### src/rtl/ucode_pkg.sv
package ucode_pkg;
  typedef enum logic [2:0] {
    SQ_NEXT = 3'b000,
    SQ_JUMP = 3'b001,
    SQ_TEST = 3'b010,
    SQ_DISP = 3'b011,
    SQ_CALL = 3'b100,
    SQ_RET  = 3'b101
  } seq_op_e;

  localparam int SEQ_OP_W = 3;
endpackage

### src/rtl/useq_rst_sync.sv
module useq_rst_sync (
  input  logic clk,
  input  logic arst_n,
  output logic srst_n
);
  logic s1_q, s2_q;

  always_ff @(posedge clk or negedge arst_n) begin
    if (!arst_n) begin
      s1_q <= 1'b0;
      s2_q <= 1'b0;
    end else begin
      s1_q <= 1'b1;
      s2_q <= s1_q;
    end
  end

  assign srst_n = s2_q;
endmodule

### src/rtl/useq_store.sv
module useq_store #(
  parameter int ADDR_W = 7,
  parameter int WORD_W = 20,
  parameter int DEPTH  = 128,
  parameter logic [DEPTH*WORD_W-1:0] ROM_INIT = '0
) (
  input  logic              clk,
  input  logic              rst_n,
  input  logic [ADDR_W-1:0] rd_addr,
  output logic [WORD_W-1:0] rd_word
);
  logic [WORD_W-1:0] word_d;

  always_comb begin
    word_d = ROM_INIT[rd_addr*WORD_W +: WORD_W];
  end

  always_ff @(posedge clk or negedge rst_n) begin
    if (!rst_n) rd_word <= ROM_INIT[WORD_W-1:0];
    else        rd_word <= word_d;
  end
endmodule

### src/rtl/useq_next_addr.sv
module useq_next_addr
  import ucode_pkg::*;
#(
  parameter int OP_W   = 4,
  parameter int ADDR_W = 7,
  parameter int STAT_N = 4,
  parameter int SEL_W  = 2
) (
  input  logic [ADDR_W-1:0]   car,
  input  logic [ADDR_W-1:0]   sbr,
  input  logic [2:0]          op,
  input  logic [SEL_W-1:0]    sel,
  input  logic [ADDR_W-1:0]   target,
  input  logic [OP_W-1:0]     opcode,
  input  logic [STAT_N-1:0]   status,
  output logic [ADDR_W-1:0]   car_nxt,
  output logic [ADDR_W-1:0]   sbr_nxt,
  output logic                sbr_ld
);
  logic [ADDR_W-1:0] inc;

  always_comb begin
    inc     = car + 1'b1;
    car_nxt = inc;
    sbr_nxt = inc;
    sbr_ld  = 1'b0;
    case (op)
      SQ_NEXT: car_nxt = inc;
      SQ_JUMP: car_nxt = target;
      SQ_TEST: if (status[sel]) car_nxt = target;
      SQ_DISP: car_nxt = {1'b1, opcode, 2'b00};
      SQ_CALL: begin
        car_nxt = target;
        sbr_ld  = 1'b1;
      end
      SQ_RET:  car_nxt = sbr;
      default: car_nxt = inc;
    endcase
  end
endmodule

### src/rtl/useq_core.sv
module useq_core
  import ucode_pkg::*;
#(
  parameter int OP_W   = 4,
  parameter int CW_W   = 8,
  parameter int STAT_N = 4,
  parameter int ADDR_W = OP_W + 3,
  parameter int SEL_W  = (STAT_N > 1) ? $clog2(STAT_N) : 1,
  parameter int WORD_W = CW_W + SEL_W + SEQ_OP_W + ADDR_W,
  parameter int DEPTH  = 1 << ADDR_W,
  parameter logic [DEPTH*WORD_W-1:0] ROM_INIT = '0
) (
  input  logic              clk,
  input  logic              rst_n,
  input  logic [OP_W-1:0]   opcode,
  input  logic [STAT_N-1:0] status,
  output logic [CW_W-1:0]   ctrl_word,
  output logic [OP_W+2:0]   uaddr
);
  logic              srst_n;
  logic [ADDR_W-1:0] car_q, car_d, sbr_q, sbr_d, car_nxt, sbr_nxt;
  logic              sbr_ld;
  logic [WORD_W-1:0] uw_q;
  logic [2:0]        uw_op;
  logic [SEL_W-1:0]  uw_sel;
  logic [ADDR_W-1:0] uw_tgt;

  useq_rst_sync u_rst (.clk(clk), .arst_n(rst_n), .srst_n(srst_n));

  assign uw_tgt    = uw_q[ADDR_W-1:0];
  assign uw_op     = uw_q[ADDR_W +: SEQ_OP_W];
  assign uw_sel    = uw_q[ADDR_W+SEQ_OP_W +: SEL_W];
  assign ctrl_word = uw_q[WORD_W-1 -: CW_W];
  assign uaddr     = car_q;

  useq_next_addr #(.OP_W(OP_W), .ADDR_W(ADDR_W), .STAT_N(STAT_N), .SEL_W(SEL_W)) u_next (
    .car(car_q), .sbr(sbr_q), .op(uw_op), .sel(uw_sel), .target(uw_tgt),
    .opcode(opcode), .status(status),
    .car_nxt(car_nxt), .sbr_nxt(sbr_nxt), .sbr_ld(sbr_ld)
  );

  useq_store #(.ADDR_W(ADDR_W), .WORD_W(WORD_W), .DEPTH(DEPTH), .ROM_INIT(ROM_INIT)) u_store (
    .clk(clk), .rst_n(srst_n), .rd_addr(car_nxt), .rd_word(uw_q)
  );

  always_comb begin
    car_d = car_nxt;
    sbr_d = sbr_ld ? sbr_nxt : sbr_q;
  end

  always_ff @(posedge clk or negedge srst_n) begin
    if (!srst_n) begin
      car_q <= '0;
      sbr_q <= '0;
    end else begin
      car_q <= car_d;
      if (sbr_ld) sbr_q <= sbr_d;
    end
  end

  assert_ctrl_R2: assert property (@(posedge clk) disable iff (!srst_n)
    uw_q == ROM_INIT[car_q*WORD_W +: WORD_W]);
  assert_step_R3: assert property (@(posedge clk) disable iff (!srst_n)
    (uw_op == SQ_NEXT) |=> (car_q == ADDR_W'($past(car_q) + 1'b1)));
  assert_jump_R4: assert property (@(posedge clk) disable iff (!srst_n)
    (uw_op == SQ_JUMP) |=> (car_q == $past(uw_tgt)));
  assert_taken_R5: assert property (@(posedge clk) disable iff (!srst_n)
    (uw_op == SQ_TEST && status[uw_sel]) |=> (car_q == $past(uw_tgt)));
  assert_fall_R5: assert property (@(posedge clk) disable iff (!srst_n)
    (uw_op == SQ_TEST && !status[uw_sel]) |=> (car_q == ADDR_W'($past(car_q) + 1'b1)));
  assert_disp_R6: assert property (@(posedge clk) disable iff (!srst_n)
    (uw_op == SQ_DISP) |=> (car_q == {1'b1, $past(opcode), 2'b00}));
  assert_call_R7: assert property (@(posedge clk) disable iff (!srst_n)
    (uw_op == SQ_CALL) |=> (sbr_q == ADDR_W'($past(car_q) + 1'b1) && car_q == $past(uw_tgt)));
  assert_ret_R8: assert property (@(posedge clk) disable iff (!srst_n)
    (uw_op == SQ_RET) |=> (car_q == $past(sbr_q) && $stable(sbr_q)));
  assert_spare_R9: assert property (@(posedge clk) disable iff (!srst_n)
    (uw_op[2:1] == 2'b11) |=> (car_q == ADDR_W'($past(car_q) + 1'b1)));
endmodule

### config.mk
export PLATFORM = sky130hd
export DESIGN_NAME = useq_core
export DESIGN_NICKNAME = d
export VERILOG_FILES = /design/src/rtl/ucode_pkg.sv /design/src/rtl/useq_rst_sync.sv /design/src/rtl/useq_store.sv /design/src/rtl/useq_next_addr.sv /design/src/rtl/useq_core.sv
export SDC_FILE = /design/constraint.sdc
export NUM_CORES = 1
export LEC_CHECK = 0
export ABC_AREA = 1
export CAP_MARGIN = 15
export CORE_ASPECT_RATIO = 0.8
export CORE_MARGIN = 5
export CORE_UTILIZATION = 62
export DETAILED_ROUTE_END_ITERATION = 8
export DONT_BUFFER_PORTS = 1
export GPL_ROUTABILITY_DRIVEN = 0
export GPL_TIMING_DRIVEN = 0
export PLACE_DENSITY = 0.75
export SLEW_MARGIN = 20
export SYNTH_ARGS = -nofsm -noshare
export SYNTH_HDL_FRONTEND = slang
export SYNTH_HIERARCHICAL = 1
export SYNTH_SLANG_ARGS = --single-unit
### constraint.sdc
create_clock -name clk -period 0.9 [get_ports clk]
set_clock_uncertainty 0.15 [all_clocks]
set_input_delay 0.045 -clock clk [delete_from_list [all_inputs] [get_ports clk]]
set_output_delay 0.045 -clock clk [all_outputs]
set_load 0.03 [all_outputs]
==> results.sh, run 1 <==
export IMPL_clk_path_buf_depth=2
export IMPL_yosysSeqAreaShare_pct=38.46
export IMPL_yosysUniqueCellTypes=16
export IMPL_die_height_um=46.65
export IMPL_ys_warn_count=6
export IMPL_yosys_register_bits=16
export IMPL_synth_cells_most_frequent="nand2_1, buf_4, dfrtp_1"
export IMPL_status="aborted with a tool error"
export IMPL_async_flop_share_pct=100.0
export IMPL_synth_edff_count=0
export IMPL_synth_largest_area_cell="dfrtp_1"
export IMPL_htree_num_levels=1
export IMPL_pin_count=25
export IMPL_yosysMostFrequentCell="nand2_1"
export IMPL_syn_area_per_cell_um2=6.987
export IMPL_dp_cells=190
export IMPL_cts_sinks=16
export IMPL_postCtsResizedCells=5
export IMPL_pre_cts_slack_ns=-0.5053
export IMPL_synth_cells=149
export IMPL_synthFlopType="dfrtp_1"
export IMPL_postCtsHoldBufs=2
export IMPL_rows=13
export IMPL_port_buffers=0
export IMPL_fp_dieW_um=55.81
export IMPL_yosysTopAreaCellShare_pct=38.46
export IMPL_synth_area_mm2=0.001041
export IMPL_haltStage="4_1_cts"
export IMPL_cts_made_buffers=3
export IMPL_postCtsSetupRepairBufs=47
export IMPL_error_line="[ERROR DPL-0033] detailed placement checks failed during check placement."
export IMPL_place_hpwl_um=1597
export IMPL_synthTopCellsByArea="dfrtp_1, nand2_1, buf_4"
export IMPL_root_buffer="clkbuf_4"
export IMPL_initial_core_util_pct=64.65
-- cell families after synthesis --
group,after synthesis,share of synthesized area [%]
AND/OR/NAND/NOR,90,35.70
adder cells (fa/ha/maj),1,1.202
flip-flops,16,38.46
XOR/XNOR,3,2.524
AO/OA/AOI/OAI,1,0.4803
other,2,0.7214
buffers and inverters,36,20.91
-- metrics by stage --
| stage | TNS [ns] | hold slack, ns | area [µm²] |
|---|---|---|---|
| after floorplan | -1.934 | -0.4006 | 1141 |
| after global placement | -2.510 | -0.4005 | 1169 |
| after detailed placement | -2.686 | -0.4005 | 1169 |
==> run 2: changes to the inputs <==
- CORE_AREA: unset -> 5 5 66 68
- CORE_ASPECT_RATIO: 0.8 -> unset
- CORE_MARGIN: 5 -> unset
- CORE_UTILIZATION: 62 -> unset
- DIE_AREA: unset -> 0 0 71 73
- PLACE_DENSITY: 0.75 -> unset
- PLACE_DENSITY_LB_ADDON: unset -> 0.15
==> run 2 against run 1 <==
Compared with the run above:
- the flow now finishes, with violations (negative setup slack)
- synthesized area is the same
- synthesized cell count is the same
==> results.sh, run 2 <==
export IMPL_status="finished with violations"
export IMPL_violations="negative setup slack"
export IMPL_antennaDiodeCount=0
export IMPL_synth_largest_area_cell="dfrtp_1"
export IMPL_syn_area_per_cell_um2=6.987
export IMPL_synth_edff_count=0
export IMPL_port_buffers=0
export IMPL_die_area_mm2=0.005183
export IMPL_cts_made_buffers=3
export IMPL_yosysUniqueCellTypes=16
export IMPL_rsz0062_at_grt="true"
export IMPL_min_path_type="register to async pin"
export IMPL_max_cap_violations=0
export IMPL_dpl_instance_area_mm2=0.001204
export IMPL_synthTopCellsByArea="dfrtp_1, nand2_1, buf_4"
export IMPL_initial_core_util_pct=27.40
export IMPL_leakage_nw=0.9738
export IMPL_worst_ep_required_time_ns=0.89
export IMPL_worstSkewPairLatency_ns=0.24
export IMPL_postLayoutCellArea_mm2=0.001758
export IMPL_cts_sinks=16
export IMPL_postRouteAntennaNets=0
export IMPL_clk_path_buf_depth=2
export IMPL_async_flop_share_pct=100.0
export IMPL_cts_tree="built"
export IMPL_wl_um=3099
export IMPL_yosysTopAreaCellShare_pct=38.46
export IMPL_drc=0
export IMPL_nets=242
export IMPL_period_needed_ns=1.428
export IMPL_yosysMostFrequentCell="nand2_1"
export IMPL_synth_area_mm2=0.001041
export IMPL_final_setup_tns_ns=-2.940
export IMPL_final_cell_mix="buf_4, nand2_1, conb_1"
export IMPL_ys_warn_count=6
export IMPL_hold_violations=0
export IMPL_grt_pass1_vias=1089
export IMPL_grt_usage_pct=12.00
export IMPL_place_hpwl_um=1696
export IMPL_grt_max_degree=15
export IMPL_pin_count=25
export IMPL_synthFlopType="dfrtp_1"
export IMPL_syn_to_final_growth_pct=68.87
export IMPL_htree_num_levels=1
export IMPL_synth_cells=149
export IMPL_die_height_um=73
export IMPL_avgRoutedWirePerCell_um=11.07
export IMPL_setup_viol=14
export IMPL_cp_arrival_ns=1.42
export IMPL_period_share_pct=158.7
export IMPL_cp_max_fo=4
export IMPL_power_per_cell_area_mw_per_mm2=1771
export IMPL_drt_iter0_markers=34
export IMPL_path_clk_slew_ns=0.06
export IMPL_viasPerCell=3.918
export IMPL_fp_dieW_um=71
export IMPL_critPathLaunchType="register"
export IMPL_worstSetupPathType="register to register"
export IMPL_rr_worst_depth=8
export IMPL_yosys_register_bits=16
export IMPL_yosysSeqAreaShare_pct=38.46
export IMPL_slew_violations=0
export IMPL_ir_drop_mv=1.303
export IMPL_drive_above_1_share_pct=47.83
export IMPL_antenna_found_initial=0
export IMPL_grt_overflow_total=0
export IMPL_final_common_cell="buf_4"
export IMPL_rows=23
export IMPL_synth_cells_most_frequent="nand2_1, buf_4, dfrtp_1"
export IMPL_root_buffer="clkbuf_8"
export IMPL_crit_path_end_kind="register"
export IMPL_max_freq_mhz=700.1
export IMPL_dr_pass1_iters=4
export IMPL_grt_pass1_wl_um=4823
export IMPL_worst_slack_ns=-0.5285
export IMPL_via_count=1097
export IMPL_core_mm2=0.003799
[run 2: layout make-up]
| type | count | area [µm²] |
|---|---|---|
| fill | 381 | 2041 |
| multi-input combinational | 116 | 569.3 |
| timing repair buffer | 58 | 440.4 |
| sequential | 16 | 410.4 |
| buffer | 21 | 161.4 |
| tap | 50 | 62.56 |
| inverter | 15 | 58.81 |
| clock buffer | 4 | 55.05 |
[run 2: through the flow]
stage	instances	power (mW)	util, %	setup WS, ns	hold slack, ns
2_1_floorplan	168	1.579	-	-0.4028	-0.4006
3_3_place_gp	218	1.658	31.69	-0.5359	-0.4005
3_5_place_dp	218	1.667	31.69	-0.5275	-0.4005
4_1_cts	279	2.942	44.99	-0.5069	0.1124
5_1_grt	280	3.316	46.28	-0.5930	0.05114
6_report	280	3.113	46.28	-0.5285	0.01365
[run 2: final timing paths]
check,startpoint,slack [ns],to
worst min register to register,u_rst/srst_n,0.01,uaddr[1]
worst min-delay path,u_rst/srst_n,0.01,uaddr[1]
worst max register to register,uaddr[0],-0.53,uaddr[6]
min in group clk,u_rst/s1_q,0.20,u_rst/srst_n
worst max-delay path,uaddr[0],-0.53,uaddr[6]
max in group asynchronous,rst_n,0.06,u_rst/srst_n
[run 2: critical path, cell delays in order (launching register included)]
cell	delay [ns]
dfrtp_2	0.51
ha_4	0.19
nand2_4	0.07
inv_4	0.08
nand3_2	0.06
nand2_2	0.08
nand2_2	0.07
nand2_2	0.07
nand3_2	0.05
[run 2: layer usage]
layer,GRT usage [%],part of all wire [%],vias up
li1,-,-,568
met1,12.01,37,479
met2,22.14,53,34
met3,3.994,5.9,16
met4,6.054,4.0,0
met5,0,0,-
[run 2: repair_timing]
| item | 4_1_cts | 5_1_grt |
|---|---|---|
| endpoints found under the setup margin | 14 | 28 |
| pin swaps | 2 | 2 |
| buffers inserted | 55 | 1 |
| hold endpoints to repair | 2 | 0 |
| gates cloned | 0 | 0 |
| hold buffers | 2 | 0 |
| gates resized for setup | 5 | 11 |
[run 2: power breakdown]
part	switching, mW	leakage, nW	internal [mW]	total [mW]
logic	0.526	0.756	0.784	1.31
registers	0.289	0.189	0.885	1.17
clock network	0.243	0.0288	0.388	0.630
[run 2: cells by family (layout without fill, tap and decap cells)]
group                    after synthesis  after routing  synth area share, %
AND/OR/NAND/NOR                       90             90                35.70
AO/OA/AOI/OAI                          1              1               0.4803
flip-flops                            16             16                38.46
buffers and inverters                 36             98                20.91
adder cells (fa/ha/maj)                1              1                1.202
XOR/XNOR                               3              3                2.524
other                                  2             21               0.7214
Note: power is estimated with default switching activity, not from simulation.
